**src/rtl/uirq_pkg.sv**
```systemverilog
// Package: shared constants for the UART interrupt identification unit.
// Holds the cause indices (lowest index = highest priority) and the
// identification codes; assumes exactly seven reportable causes.
package uirq_pkg;
    localparam int ID_W  = 6;
    localparam int N_SRC = 7;

    // Cause indices in priority order
    localparam int S_LS  = 0;
    localparam int S_TO  = 1;
    localparam int S_RDY = 2;
    localparam int S_THR = 3;
    localparam int S_MS  = 4;
    localparam int S_XO  = 5;
    localparam int S_CR  = 6;

    localparam logic [ID_W-1:0] ID_NONE = 6'b000001;
    localparam logic [ID_W-1:0] ID_LS   = 6'b000110;
    localparam logic [ID_W-1:0] ID_TO   = 6'b001100;
    localparam logic [ID_W-1:0] ID_RDY  = 6'b000100;
    localparam logic [ID_W-1:0] ID_THR  = 6'b000010;
    localparam logic [ID_W-1:0] ID_MS   = 6'b000000;
    localparam logic [ID_W-1:0] ID_XO   = 6'b010000;
    localparam logic [ID_W-1:0] ID_CR   = 6'b100000;

    // Map a cause index to its identification code
    function automatic logic [ID_W-1:0] id_of(input int idx);
        case (idx)
            S_LS:    return ID_LS;
            S_TO:    return ID_TO;
            S_RDY:   return ID_RDY;
            S_THR:   return ID_THR;
            S_MS:    return ID_MS;
            S_XO:    return ID_XO;
            S_CR:    return ID_CR;
            default: return ID_NONE;
        endcase
    endfunction
endpackage

```
**src/rtl/uirq_sticky.sv**
```systemverilog
// Module: bank of W set/clear flags.
// Each bit is set by its set input and cleared by its clear input; a set
// arriving with a clear in the same cycle wins. Synchronous active-low reset.
module uirq_sticky #(
    parameter int W = 8
) (
    input  logic         clk,
    input  logic         rst_n,
    input  logic [W-1:0] set,
    input  logic [W-1:0] clr,
    output logic [W-1:0] q
);
    // Update every flag: hold, clear, or set (set dominant)
    always_ff @(posedge clk) begin
        if (!rst_n) q <= '0;
        else        q <= (q & ~clr) | set;
    end
endmodule

```
**src/rtl/uirq_rise_det.sv**
```systemverilog
// Module: low-to-high transition detector for W synchronous pins.
// Assumes pins are already synchronised to clk. The previous value resets
// to 1 (inactive), so no event is reported straight out of reset.
module uirq_rise_det #(
    parameter int W = 2
) (
    input  logic         clk,
    input  logic         rst_n,
    input  logic [W-1:0] pin,
    output logic [W-1:0] rise
);
    logic [W-1:0] prev;

    // Remember last cycle's pin value
    always_ff @(posedge clk) begin
        if (!rst_n) prev <= '1;
        else        prev <= pin;
    end

    // Flag each pin that is high now and was low before
    always_comb rise = pin & ~prev;
endmodule

```
**src/rtl/uirq_prio_enc.sv**
```systemverilog
// Module: fixed-priority selector for masked interrupt requests.
// Request index 0 has the highest priority. Produces a one-hot grant, the
// identification code of the granted cause, and an any-pending flag.
module uirq_prio_enc
    import uirq_pkg::*;
#(
    parameter int N = N_SRC
) (
    input  logic [N-1:0]    req,
    output logic [N-1:0]    grant,
    output logic [ID_W-1:0] code,
    output logic            any
);
    // Scan from lowest to highest priority so the highest pending is kept
    always_comb begin
        grant = '0;
        code  = ID_NONE;
        for (int i = N - 1; i >= 0; i--) begin
            if (req[i]) begin
                grant    = '0;
                grant[i] = 1'b1;
                code     = id_of(i);
            end
        end
    end

    // Any pending request at all
    always_comb any = |req;
endmodule

```
**src/rtl/uart_irq_prio.sv**
```systemverilog
// Module: UART interrupt identification unit (top).
// Latches event causes into sticky flags, follows level causes directly,
// masks with the enable word and reports the highest-priority cause as a
// code plus an active-low request. Assumes all inputs are synchronous to
// clk and strobes are one cycle wide per register access.
module uart_irq_prio
    import uirq_pkg::*;
#(
    parameter int MS_W = 4
) (
    input  logic            clk,
    input  logic            rst_n,
    input  logic [7:0]      ier,
    input  logic            rx_err_lvl,
    input  logic            rx_ovr_pulse,
    input  logic            rx_tout_pulse,
    input  logic            rx_ready,
    input  logic            thr_evt,
    input  logic [MS_W-1:0] msr_chg,
    input  logic            xoff_det,
    input  logic            xon_det,
    input  logic            spec_det,
    input  logic            rts_n,
    input  logic            cts_n,
    input  logic            iir_rd,
    input  logic            rhr_rd,
    input  logic            thr_wr,
    input  logic            lsr_rd,
    input  logic            msr_rd,
    output logic [ID_W-1:0] int_id,
    output logic            irq_n
);
    // Flag positions inside the sticky bank
    localparam int F_OVR  = 0;
    localparam int F_TO   = 1;
    localparam int F_THR  = 2;
    localparam int F_XOFF = 3;
    localparam int F_SPEC = 4;
    localparam int F_RTS  = 5;
    localparam int F_CTS  = 6;
    localparam int F_MS0  = 7;
    localparam int NF     = F_MS0 + MS_W;

    logic [NF-1:0]    f_set, f_clr, flag;
    logic [1:0]       pin_rise;
    logic [N_SRC-1:0] req, grant;
    logic             any_req;
    logic             unused_ier4;

    assign unused_ier4 = ier[4];

    uirq_rise_det #(.W(2)) u_rise (
        .clk  (clk),
        .rst_n(rst_n),
        .pin  ({cts_n, rts_n}),
        .rise (pin_rise)
    );

    // Route event pulses to flag set inputs
    always_comb begin
        f_set                          = '0;
        f_set[F_OVR]                   = rx_ovr_pulse;
        f_set[F_TO]                    = rx_tout_pulse;
        f_set[F_THR]                   = thr_evt;
        f_set[F_XOFF]                  = xoff_det;
        f_set[F_SPEC]                  = spec_det;
        f_set[F_RTS]                   = pin_rise[0];
        f_set[F_CTS]                   = pin_rise[1];
        f_set[F_MS0 +: MS_W]           = msr_chg;
    end

    // Route register strobes to flag clear inputs; identification reads
    // act only on the cause granted in the same cycle
    always_comb begin
        f_clr                = '0;
        f_clr[F_OVR]         = lsr_rd;
        f_clr[F_TO]          = rhr_rd;
        f_clr[F_THR]         = thr_wr | (iir_rd & grant[S_THR]);
        f_clr[F_XOFF]        = xon_det;
        f_clr[F_SPEC]        = iir_rd & grant[S_XO];
        f_clr[F_RTS]         = iir_rd & grant[S_CR];
        f_clr[F_CTS]         = iir_rd & grant[S_CR];
        f_clr[F_MS0 +: MS_W] = {MS_W{msr_rd}};
    end

    uirq_sticky #(.W(NF)) u_flags (
        .clk  (clk),
        .rst_n(rst_n),
        .set  (f_set),
        .clr  (f_clr),
        .q    (flag)
    );

    // Combine flags and levels with the enable word into masked requests
    always_comb begin
        req        = '0;
        req[S_LS]  = ier[2] & (rx_err_lvl | flag[F_OVR]);
        req[S_TO]  = ier[0] & flag[F_TO];
        req[S_RDY] = ier[0] & rx_ready;
        req[S_THR] = ier[1] & flag[F_THR];
        req[S_MS]  = ier[3] & (|flag[F_MS0 +: MS_W]);
        req[S_XO]  = ier[5] & (flag[F_XOFF] | flag[F_SPEC]);
        req[S_CR]  = (ier[6] & flag[F_RTS]) | (ier[7] & flag[F_CTS]);
    end

    uirq_prio_enc #(.N(N_SRC)) u_enc (
        .req  (req),
        .grant(grant),
        .code (int_id),
        .any  (any_req)
    );

    // Drive the active-low request line
    always_comb irq_n = ~any_req;
endmodule

```
**config.mk**
```make
export PLATFORM = sky130hd
export DESIGN_NAME = uart_irq_prio
export DESIGN_NICKNAME = d
export VERILOG_FILES = /design/src/rtl/uirq_pkg.sv /design/src/rtl/uirq_sticky.sv /design/src/rtl/uirq_rise_det.sv /design/src/rtl/uirq_prio_enc.sv /design/src/rtl/uart_irq_prio.sv
export SDC_FILE = /design/constraint.sdc
export NUM_CORES = 1
export LEC_CHECK = 0
export BUFFER_PORTS_ARGS = -buffer_cell sky130_fd_sc_hd__buf_2
export CORE_MARGIN = 10
export CORE_UTILIZATION = 40
export CTS_CLUSTER_SIZE = 16
export DETAILED_ROUTE_END_ITERATION = 12
export PLACE_DENSITY = 0.76
export SYNTH_ARGS = -nofsm -noshare
export SYNTH_HDL_FRONTEND = slang
export SYNTH_SLANG_ARGS = --single-unit
```
**constraint.sdc**
```tcl
create_clock -name clk -period 2 [get_ports clk]
set_input_delay 0.1 -clock clk [delete_from_list [all_inputs] [get_ports clk]]
set_output_delay 0.1 -clock clk [all_outputs]
set_load 0.01 [all_outputs]
```
==> results of run 1 <==
==> logic make-up (layout without fill, tap and decap cells) <==
kind of cell | Yosys count | count (layout) | synth area share
AOI/OAI and AO/OA | 16 | 16 | 0.215
buffers and inverters | 2 | 39 | 0.0133
DFF | 13 | 13 | 0.461
and+or+nand+nor | 31 | 31 | 0.310
==> cells in the mapped netlist (all sizes together), types with 2 or more instances <==
cell,instances,area [sq um]
o21a,7,52.6
nor2b,9,58.8
nor2,5,18.8
dfxtp,13,260
nand4,2,12.5
nand2b,3,26.3
nand2,6,22.5
nand3,2,10.0
nand3b,2,15.0
o21ai,6,37.5
==> state kept, by name, indices dropped and copies added (netlist names) <==
register     cells
u_flags.q       11
u_rise.prev      2
==> metal layers <==
| layer | part of all wire | track usage | up-vias |
|---|---|---|---|
| met1 | 0.41 | 0.0932 | 242 |
| met2 | 0.47 | 0.166 | 23 |
| met5 | 0 | 0 | - |
| met4 | 0.0065 | 0.0302 | 0 |
| met3 | 0.11 | 0.0597 | 2 |
| li1 | - | - | 292 |
==> layout by cell type (no fill, tap or decap), drive strengths merged <==
cell and count:
nand3b 2, nand2b 3, o21a 7, nand4 2
nor2 5, inv 1, dfxtp 13, a22o 1
clkbuf 4, o41ai 1, o21ai 6, nor3 1
a31oi 1, and3 1, nand2 6, buf 34
nor2b 9, nand3 2
==> power breakdown <==
group | internal [mW] | total [mW] | switching [mW]
sequential | 0.275 | 0.285 | 0.00934
combinational | 0.0504 | 0.0944 | 0.0440
clock | 0.0772 | 0.162 | 0.0849
total | 0.403 | 0.541 | 0.138
==> path summary, 6_finish.rpt <==
kind                                              start                        end  slack (ps)  cells after the start
worst min-delay path                              rts_n  u_rise.prev[0]$_SDFF_PN1_          20                      2
worst max register to register  u_flags.q[7]$_SDFF_PN0_    u_flags.q[4]$_SDFF_PN0_         740                      4
worst min register to register  u_flags.q[5]$_SDFF_PN0_    u_flags.q[5]$_SDFF_PN0_         460                      2
worst max-delay path            u_flags.q[7]$_SDFF_PN0_                  int_id[5]         310                      5
==> critical path: cells and delay by family (launching register included) <==
| family | cells | cell delay, ps |
|---|---|---|
| flops | 1 | 320 |
| compound gates | 1 | 330 |
| simple gates | 3 | 530 |
| buf+inv | 1 | 130 |
==> stage by stage <==
step	power, mW	util	cell area [sq um]
after floorplan	0.338	-	564
after global placement	0.383	0.569	749
after detailed placement	0.386	0.569	749
after CTS	0.550	0.589	776
after global routing	0.575	0.589	776
final	0.541	0.589	776
==> layout make-up <==
| cell class | instances | area (sq um) | area share |
|---|---|---|---|
| inverter | 1 | 3.75 | 0.00484 |
| tap | 15 | 18.8 | 0.0242 |
| sequential | 13 | 260 | 0.335 |
| clock buffer | 4 | 26.3 | 0.0339 |
| timing repair buffer | 34 | 170 | 0.219 |
| multi-input combinational | 47 | 297 | 0.382 |
==> results.txt, run 1 <==
The cell area power density came out at 698 nW/um^2. The net count of the finished layout is 129. The headroom to the max-slew limit is 0.825. In this run the cell area of the synthesized design comes to 564 sq um. The initial antenna violation count came out at 0. The worst setup slack after placement came out at 590 ps. TritonCTS built the clock tree. For this run, the number of Yosys warnings is 0.

The category of the critical setup timing path is flop to output port. The via count of the first global-routing pass was 614. The number of different library cells in the post-synthesis netlist is 21. The number of setup violations in the final report is 0. The root buffer cell is clkbuf_4.

The count of inserted antenna diode cells is 0. Compared with the post-synthesis result, the final layout area differs by 37.5%. The overall die area is 3310 sq um. The number of synthesized flops with an enable pin came out at 0. STA classifies the critical path endpoint as an output port. The antenna violation net count after detailed routing came out at 0.

For this run, design rule violations remaining after detail routing come to 0. The number of filler instances in the final layout came out at 131. In this run, the number of DRC markers left after iteration 0 of detailed routing was 4. The placeable core area came out at 1320 sq um. The maximum clock skew at final layout came out at 5.97 ps. The setup TNS came out at 0 ps. The maximum clock rate came out at 591 MHz.

The post-CTS setup repair buffer count is 0. The path class of the tightest hold or removal check is input port to flop. The critical-path cell with the highest stage delay is o41ai_2. The height of the die came out at 57.6 um. Max-cap violations in this run came to 0.

The largest net degree at the start of global routing came out at 16. The via-per-instance ratio is 4.90. The x dimension of the die came out at 57.6 um.

The shortest period the worst path allows is 1690 ps. A synthesized cell averages 9.10 sq um. The async set or reset register ratio after synthesis is 0. The global routing usage summed across all routing layers came out at 0.0965. The arrival time reported for the critical path endpoint is 1590 ps. After global routing the overflow that remains totals 0. The first TritonRoute pass finished after 2 iterations. Among all flip-flop cells after synthesis, the most frequent one is dfxtp_1. The half-perimeter wire length after detailed placement came out at 1260 um. The longest individual stage delay on the worst path came out at 330 ps.

For this run, the register share of the synthesized area comes to 0.461. The count of pins over their slew limit came out at 0. After detailed routing, the average wire length per cell comes to 13.5 um. The maximum fanout along the worst path came out at 4.

In the final layout, the share of cells above drive strength 1 is 0.424. The worst ir drop on vdd is 420 uV. The number of input and output port buffers inserted came out at 34. For this design, the CTS-stage hold fixing added 0 buffers. The clock sink count came out at 13. The clock-pin slew reported for the worst setup and hold paths after clock tree synthesis came out at 80 ps. The required time at the endpoint of the critical path came out at 1900 ps. Setup repair after global routing left no endpoint under its margin. TritonCTS created 3 clock buffers. The portion of the clock cycle consumed by the worst path in the final layout is 0.845. The routability congestion estimate came out at 0.664. The deepest clock path buffer count came out at 2. The synthesized net count is 91. During I/O placement, the number of pins put on the boundary was 36. The via count is 559.

The worst setup margin came out at 309 ps. The worst setup path is launched from a flop. The run finished with clean final reports. Once the clock tree was built, the resizer swapped 0 gates to a different size. The number of hold violations in the final report is 0. The number of cell rows came out at 13. The slew at the pin closest to its max-slew limit is 260 ps. The initial core utilization is 0.428. For the worst-skew pair, the clock arrives at the later sink with an insertion delay of 270 ps. Leaving out filler cells and counting taps, the final layout contains 114. The detailed-route wire length is 1540 um. Traced cell by cell, the critical path runs through o41ai_2, nand4_1, nand2b_4, nor2b_2, buf_2. The first global-routing pass estimated 2600 um of wire. The number of placed instances, taps included, is 110. The count of H-tree levels built during CTS is 1. After synthesis the netlist holds a flip-flop and latch count of 13. The static leakage power is 0.380 nW.

The number of cells produced by synthesis came out at 62. The worst-case hold slack is 21.6 ps.
Power figures use the tool's default switching activity.
==> run 2: changes to the inputs <==
ABC_AREA = 1   (was default)
PLACE_DENSITY = 0.75   (was 0.76)
clock period = 1.7 ns   (was 2 ns; I/O delays follow)
==> results.txt, run 2 <==
The setup TNS is 0 ps (unchanged). The longest individual stage delay on the worst path came to 320 ps (about the same). The switching share of power came out at 0.280 (+0.0248). The count of H-tree levels built during CTS is 1 (unchanged).

The proportion of synthesized chip area in sequential cells came to 0.432 (-0.0288). The maximum fanout along the worst path is 3 (-1). The synthesis warning total came out at 0 (unchanged). The run finished with clean final reports. By area the synthesized netlist is led by dfxtp_1 43%, nand2_1 11%, a21oi_1 10%, nor2_1 8.7%, inv_1 7.5%. The routability congestion estimate is 0.755 (+14%). The number of max-cap violations was 0 (unchanged). The final routed wire length divided by cell count was 11.4 um (-15%). The required time at the endpoint of the critical path came out at 1620 ps (-280 ps).

The arrival time reported for the critical path endpoint is 1360 ps (-230 ps). The first-pass GRT wire length is 2580 um (-0.81%). The number of hold violations in the final report came out at 0 (unchanged).

The cell area power density is 798 nW/um^2 (+14%). The share of the synthesized area in compound gates (AO/OA/AOI/OAI) came out at 0.137 (-0.0779). The routed length on met1 is 701 um (+12%). The detailed-route wire length is 1600 um (+4.1%). The headroom to the max-slew limit came out at 0.759 (-0.0669). More flip-flops sit in one register than any other, and that register is u_flags.q. The number of setup violations in the final report came out at 0 (unchanged).

The number of nets in the layout is 155 (+20%). In the final layout, the registers with the most flip-flops are u_flags.q: 11 flops, u_rise.prev: 2 flops. The met3 wire length was 207 um (+21%).

The overall die area came to 3460 sq um (+4.3%). In this design, the largest share of critical-path delay is due to simple AND/OR/NAND/NOR gates. The part of the total power dissipated in the clock network came out at 0.297 (-0.003). The sequential group share of total power is 0.515 (-0.011). The worst ir drop on vdd came out at 440 uV (+4.7%).

The proportion of synthesized area in mux cells came out at 0 (unchanged). The slew at the pin closest to its max-slew limit came out at 362 ps (+102 ps). The initial core utilization is 0.440 (+0.0122). The worst setup path is launched from a flop.

The number of flip-flops in the largest register is 11 (unchanged). The arithmetic-cell share of the synthesized area counting full adders, half adders and majority gates came out at 0 (unchanged). The synthesized net count was 117 (+29%).

Timing would allow up to 690 MHz. The net load switching power came out at 0.182 mW (+32%). The placeable core area was 1370 sq um (+3.7%). The total power of the final layout is 0.650 mW (+20%). The number of cells produced by synthesis came out at 88 (+42%). The async set or reset register ratio after synthesis was 0 (unchanged). The overall overflow remaining after global route is 0 (unchanged).

The static leakage power was 0.463 nW (+22%). The maximum clock skew at final layout is 7.96 ps (+1.99 ps). The via-per-instance ratio is 4.60 (-6.2%). The I/O pin count came to 36 (unchanged).

The critical-path cell with the highest stage delay is dfxtp_1. The most common cell in the synthesized netlist is nand2_1. The count of pins over their slew limit is 0 (unchanged). The synthesized design spends more area on one cell type than any other, namely dfxtp_1. The post-CTS setup repair buffer count is 0 (unchanged). The main combinational cell family by area after synthesis is simple AND/OR/NAND/NOR gates. The tree is rooted in a clkbuf_4.

The via count of the first global-routing pass was 645 (+5.0%). The clock network latency to the later pin of the worst-skew pair is 280 ps (about the same). TritonCTS built the clock tree. The number of cell rows came out at 13 (unchanged).

The library cell used most frequently in the layout, excluding fill and tap cells, is buf_2. In the synthesized netlist the dominant register cell turns out to be dfxtp_1. The number of input and output port buffers inserted came to 34 (unchanged).

Sorting the synthesized cells by how often they occur yields 17 x nand2_1, 14 x nor2_1, 13 x dfxtp_1. The global routing usage summed across all routing layers came out at 0.0938 (-0.00267). The x dimension of the die came out at 58.8 um (+2.1%). The clock sink count is 13 (unchanged). The iteration-0 DRC count of the detailed router is 15 (+11). The critical path goes through nor2_1, nand2_1, a21oi_2, inv_2, nor4_1, buf_2. The share of total power in combinational logic came out at 0.189 (+0.015).

The largest net degree at the start of global routing is 14 (-2). The type of the tightest min-delay check is input port to flop. The remaining routing DRC violations is 0 (unchanged).

Routed signal wires occupy layers up through met4. The length of the first detailed-routing pass in iterations came out at 4 (+2). The height of the die was 58.8 um (+2.1%). The internal power came out at 0.468 mW (+16%).

The basic-gate share of the synthesized area counting and, or, nand and nor cells came out at 0.343 (+0.0326). The deepest clock path buffer count was 2 (unchanged). The library cells used most frequently in the layout, excluding fill and tap cells, are 34 x buf_2, 17 x nand2_1, 14 x nor2_1, 13 x dfxtp_1. The number of different library cells in the post-synthesis netlist is 19 (-9.5%). The hold buffer count at CTS came out at 0 (unchanged). The count of inserted antenna diode cells was 0 (unchanged).

The number of buffers inserted during clock tree synthesis came to 3 (unchanged). The cell area after synthesis was 602 sq um (+6.7%). The number of flip-flops and latches in the synthesized netlist is 13 (unchanged). The share of post-route cells with drive strength above 1 came out at 0.376 (-0.0482). The shortest period the worst path allows came out at 1450 ps. The number of synthesized flops with an enable pin came out at 0 (unchanged). The antenna violation net count after detailed routing came out at 0 (unchanged). The worst path buffer plus inverter count came to 2 (+1).

Compared with the post-synthesis result, the final layout area differs by 35.3%. The initial antenna violation count came out at 0 (unchanged). The met2 wire length came out at 667 um (-8.1%). The synthesized area per cell came out at 6.84 sq um (-25%). Setup repair after global routing left no endpoint under its margin. The XOR/XNOR share of the synthesized area was 0 (unchanged). The portion of the clock cycle consumed by the worst path in the final layout came out at 0.853.

The share of Yosys cell area claimed by the top area cell type is 0.432 (-0.0288). The number of filler instances in the final layout is 144 (+9.9%). The via count came out at 644 (+15%). STA classifies the critical path endpoint as an output port. The post-cts resize count came out at 0 (unchanged). The clock-pin slew reported for the worst setup and hold paths after clock tree synthesis is 90 ps (about the same).

The worst setup path is of the flop to output port kind. The half-perimeter wire length after detailed placement is 1380 um (+9.7%).
## run 2: cell count changes after synthesis, sizes merged, moves of 2 or more
cell	change
nor4	+2
nor2	+12
inv	+12
nand2b	-3
nand2	+12
a21oi	+13
o21a	-7
o21ai	-4
nor2b	-9
or2	+2
## run 2: path summary, 6_finish.rpt
check	startpoint	to	slack, ps	cells after the start
setup reg to reg	u_flags.q[0]$_SDFF_PN0_	u_flags.q[5]$_SDFF_PN0_	610	6
hold / removal	xoff_det	u_flags.q[3]$_SDFF_PN0_	3	3
hold reg to reg	u_flags.q[4]$_SDFF_PN0_	u_flags.q[4]$_SDFF_PN0_	480	2
setup / recovery	u_flags.q[10]$_SDFF_PN0_	int_id[0]	250	6
## run 2: kinds of logic after synthesis
kind of cell    count (synthesis)
simple gates                   46
compound gates                 15
buf+inv                        14
flops                          13
## run 2: per-layer routing
metal | global-route usage | vias up
li1 | - | 354
met1 | 0.0995 | 260
met2 | 0.137 | 26
met3 | 0.0708 | 4
met4 | 0.0393 | 0
met5 | 0 | -
## run 2: cell type report
class	count	area, sq um	share of cell area
Clock inverter	1	5.00	0.00614
Multi-Input combinational cell	61	289	0.355
Timing Repair Buffer	34	170	0.209
Tap cell	15	18.8	0.0230
Inverter	13	48.8	0.0599
Sequential cell	13	260	0.320
Clock buffer	3	22.5	0.0276
## run 2: power groups by stage
stage / registers (mW) / logic [mW] / clock network, mW
after floorplan: 0.339 / 0.0692 / 0
after global routing: 0.337 / 0.141 / 0.214
after global placement: 0.340 / 0.118 / 0
final: 0.334 / 0.123 / 0.193
after CTS: 0.335 / 0.124 / 0.199
after detailed placement: 0.342 / 0.124 / 0
## run 2: per-stage QoR
step / instances / hold WS (ps) / instance area [sq um] / utilization / setup slack [ps]
final: 140 / 2.54 / 815 / 0.596 / 251
after global routing: 140 / 3.77 / 815 / 0.596 / 81.1
after CTS: 140 / 0.787 / 815 / 0.596 / 228
after detailed placement: 136 / 292 / 787 / 0.576 / 551
after global placement: 136 / 288 / 787 / 0.576 / 586
after floorplan: 88 / 192 / 602 / - / 612
## run 2: worst min-delay path: stages
cell and delay [ps]:
buf_2 70, a21oi_1 30, nor2_1 70
==> run 3: changes to the inputs <==
clock period = 1.35 ns   (was 1.7 ns; I/O delays follow)
==> results.txt, run 3 (synthesis gave the netlist of run 2 again) <==
The global routing usage summed across all routing layers is 0.107 (+0.0129). The via count was 689 (+7.0%). The detailed-route wire length is 1900 um (+19%). Setup repair after global routing could not meet its margin everywhere. The root buffer cell is clkbuf_4.

The most common cell after layout, fill and taps aside is buf_2. The number of flip-flops in the largest register came out at 11 (unchanged). The length of the first detailed-routing pass in iterations came out at 4 (unchanged).

The maximum clock skew at final layout is 2.58 ps (-5.38 ps). The maximum clock rate came out at 722 MHz. The overall die area was 3460 sq um (unchanged). The net load switching power came out at 0.246 mW (+35%).

The number of nets in the layout was 166 (+7.1%). The switching share of power came out at 0.281 (+0.000975). In the layout the commonest cells are 33 x buf_2, 13 x nor2_1, 12 x nand2_1, 12 x inv_1. The height of the die is 58.8 um (unchanged). The count of inserted antenna diode cells came out at 0 (unchanged). The checks that failed: setup timing.

The number of cell rows was 13 (unchanged). The cell area power density is 885 nW/um^2 (+11%). The count of pins over their slew limit came out at 0 (unchanged). The x dimension of the die was 58.8 um (unchanged). The I/O pin count is 36 (unchanged).

The number of hold violations in the final report is 0 (unchanged). The slew at the pin closest to its max-slew limit is 421 ps (+58.9 ps). The count of H-tree levels built during CTS came out at 1 (unchanged). The critical-path cell with the highest stage delay is dfxtp_2. The part of the total power dissipated in the clock network is 0.268 (-0.029). The sequential group share of total power was 0.484 (-0.031). The worst setup path is launched from a flop. The number of buffers inserted during clock tree synthesis is 3 (unchanged).

The run finished, with violations left. The placeable core area came out at 1370 sq um (unchanged). The number of input and output port buffers inserted is 34 (unchanged). The largest net degree at the start of global routing is 14 (unchanged). The share of total power in combinational logic is 0.248 (+0.059).

The worst ir drop on vdd is 712 uV (+62%). The overall overflow remaining after global route came out at 0 (unchanged). The share of post-route cells with drive strength above 1 is 0.485 (+0.109).

The deepest clock path buffer count came to 2 (unchanged). The end-of-flow core utilization came out at 0.724 (+0.128). The headroom to the max-slew limit came out at 0.719 (-0.0393). The routability congestion estimate is 0.755 (about the same). The register with the most flip-flops is u_flags.q. The clock-pin slew reported for the worst setup and hold paths after clock tree synthesis is 80 ps (about the same).

The remaining routing DRC violations is 0 (unchanged). The via count of the first global-routing pass is 708 (+9.8%). The category of the critical setup timing path is flop to output port. The worst-case hold slack is 21.1 ps (+18.6 ps).

The worst setup margin came out at -35.5 ps (-286 ps). The depth of the most critical reg-to-reg path is 9 (+3). The cell count of the worst hold path was 3 (unchanged).

The antenna violation net count after detailed routing came to 0 (unchanged). The static leakage power came to 0.518 nW (+12%). The longest individual stage delay on the worst path is 330 ps (about the same). The shortest period the worst path allows came out at 1390 ps. The via-per-instance ratio is 4.56 (-0.81%). The clock sink count is 13 (unchanged). The required time at the endpoint of the critical path was 1280 ps (-340 ps).

The filler-free cell count of the finished design came out at 151 (+7.9%). The first-pass GRT wire length is 3010 um (+17%). The half-perimeter wire length after detailed placement is 1350 um (-2.2%). The final routed wire length divided by cell count came out at 12.5 um (+9.9%). In this run the worst hold path is classified as input port to flop. The initial antenna violation count came to 0 (unchanged). STA classifies the critical path endpoint as an output port.

The area growth from synthesis to layout is 64.4%. The number of setup violations in the final report came out at 3 (+3). The signal on the critical path passes through nor2_1, nand2_1, a21oi_2, inv_2, nor4_2, buf_2. The internal power came out at 0.630 mW (+35%).

The number of max-cap violations is 0 (unchanged). The total instance count after detailed placement came out at 136 (unchanged). In the final layout, the registers with the most flip-flops are u_flags.q: 11 flops, u_rise.prev: 2 flops. The iteration-0 DRC count of the detailed router came out at 3 (-12). The internal reg-to-reg setup slack is 30 ps (-580 ps). The total power of the final layout was 0.876 mW (+35%). The initial core utilization is 0.440 (unchanged). The clock network latency to the later pin of the worst-skew pair came out at 270 ps (about the same). The maximum fanout along the worst path came out at 3 (unchanged). The arrival time reported for the critical path endpoint is 1320 ps (-40 ps). TritonCTS built the clock tree. The portion of the clock cycle consumed by the worst path in the final layout came out at 1.03.

The number of filler instances in the final layout came out at 111 (-23%).
run 3: final cells by class:
class                      instances  area, sq um  area share
multi-input combinational         61          347       0.350
timing repair buffer              45          284       0.287
sequential                        13          264       0.267
inverter                          13         48.8      0.0493
clock buffer                       3         22.5      0.0228
tap                               15         18.8      0.0190
clock inverter                     1         5.00     0.00506
run 3: layer usage:
layer,part of all wire,track usage,up-vias,wire length [um]
li1,-,-,374,-
met1,0.41,0.105,285,781
met2,0.47,0.185,28,888
met3,0.11,0.0687,2,216
met4,0.0047,0.0197,0,9
met5,0,0,-,0
run 3: path summary, 6_finish.rpt:
kind / from / endpoint
max: u_flags.q[9]$_SDFF_PN0_ / int_id[0]
min: rx_tout_pulse / u_flags.q[1]$_SDFF_PN0_
max reg2reg: u_flags.q[9]$_SDFF_PN0_ / u_flags.q[5]$_SDFF_PN0_
min reg2reg: u_flags.q[6]$_SDFF_PN0_ / u_flags.q[6]$_SDFF_PN0_
run 3: metrics by stage:
stage               worst slack [ps]  TNS, ps  instance area (sq um)
floorplan                        279        0                    602
global route                    -125     -468                    990
CTS                            -68.8     -308                    936
global placement                 254        0                    787
detailed placement               208        0                    787
finish                         -35.5    -82.0                    990
run 3: power groups by stage:
stage | registers [mW] | logic [mW] | clock network [mW]
finish | 0.424 | 0.217 | 0.235
global route | 0.426 | 0.241 | 0.265
CTS | 0.422 | 0.197 | 0.245
detailed placement | 0.430 | 0.155 | 0
global placement | 0.429 | 0.149 | 0
floorplan | 0.427 | 0.0872 | 0
run 3: repair_timing:
action,CTS,global route
hold endpoints to repair,7,0
buffers inserted,5,1
cloned,0,0
hold buffers,7,0
pin swaps,2,5
setup endpoints to repair,3,6
gates resized for setup,3,17
run 3: worst max-delay path, delay by kind of cell (launching register included):
family | cells | cell delay [ps]
AO/OA/AOI/OAI | 1 | 160
buffers and inverters | 2 | 240
AND/OR/NAND/NOR | 3 | 320
flip-flops | 1 | 330
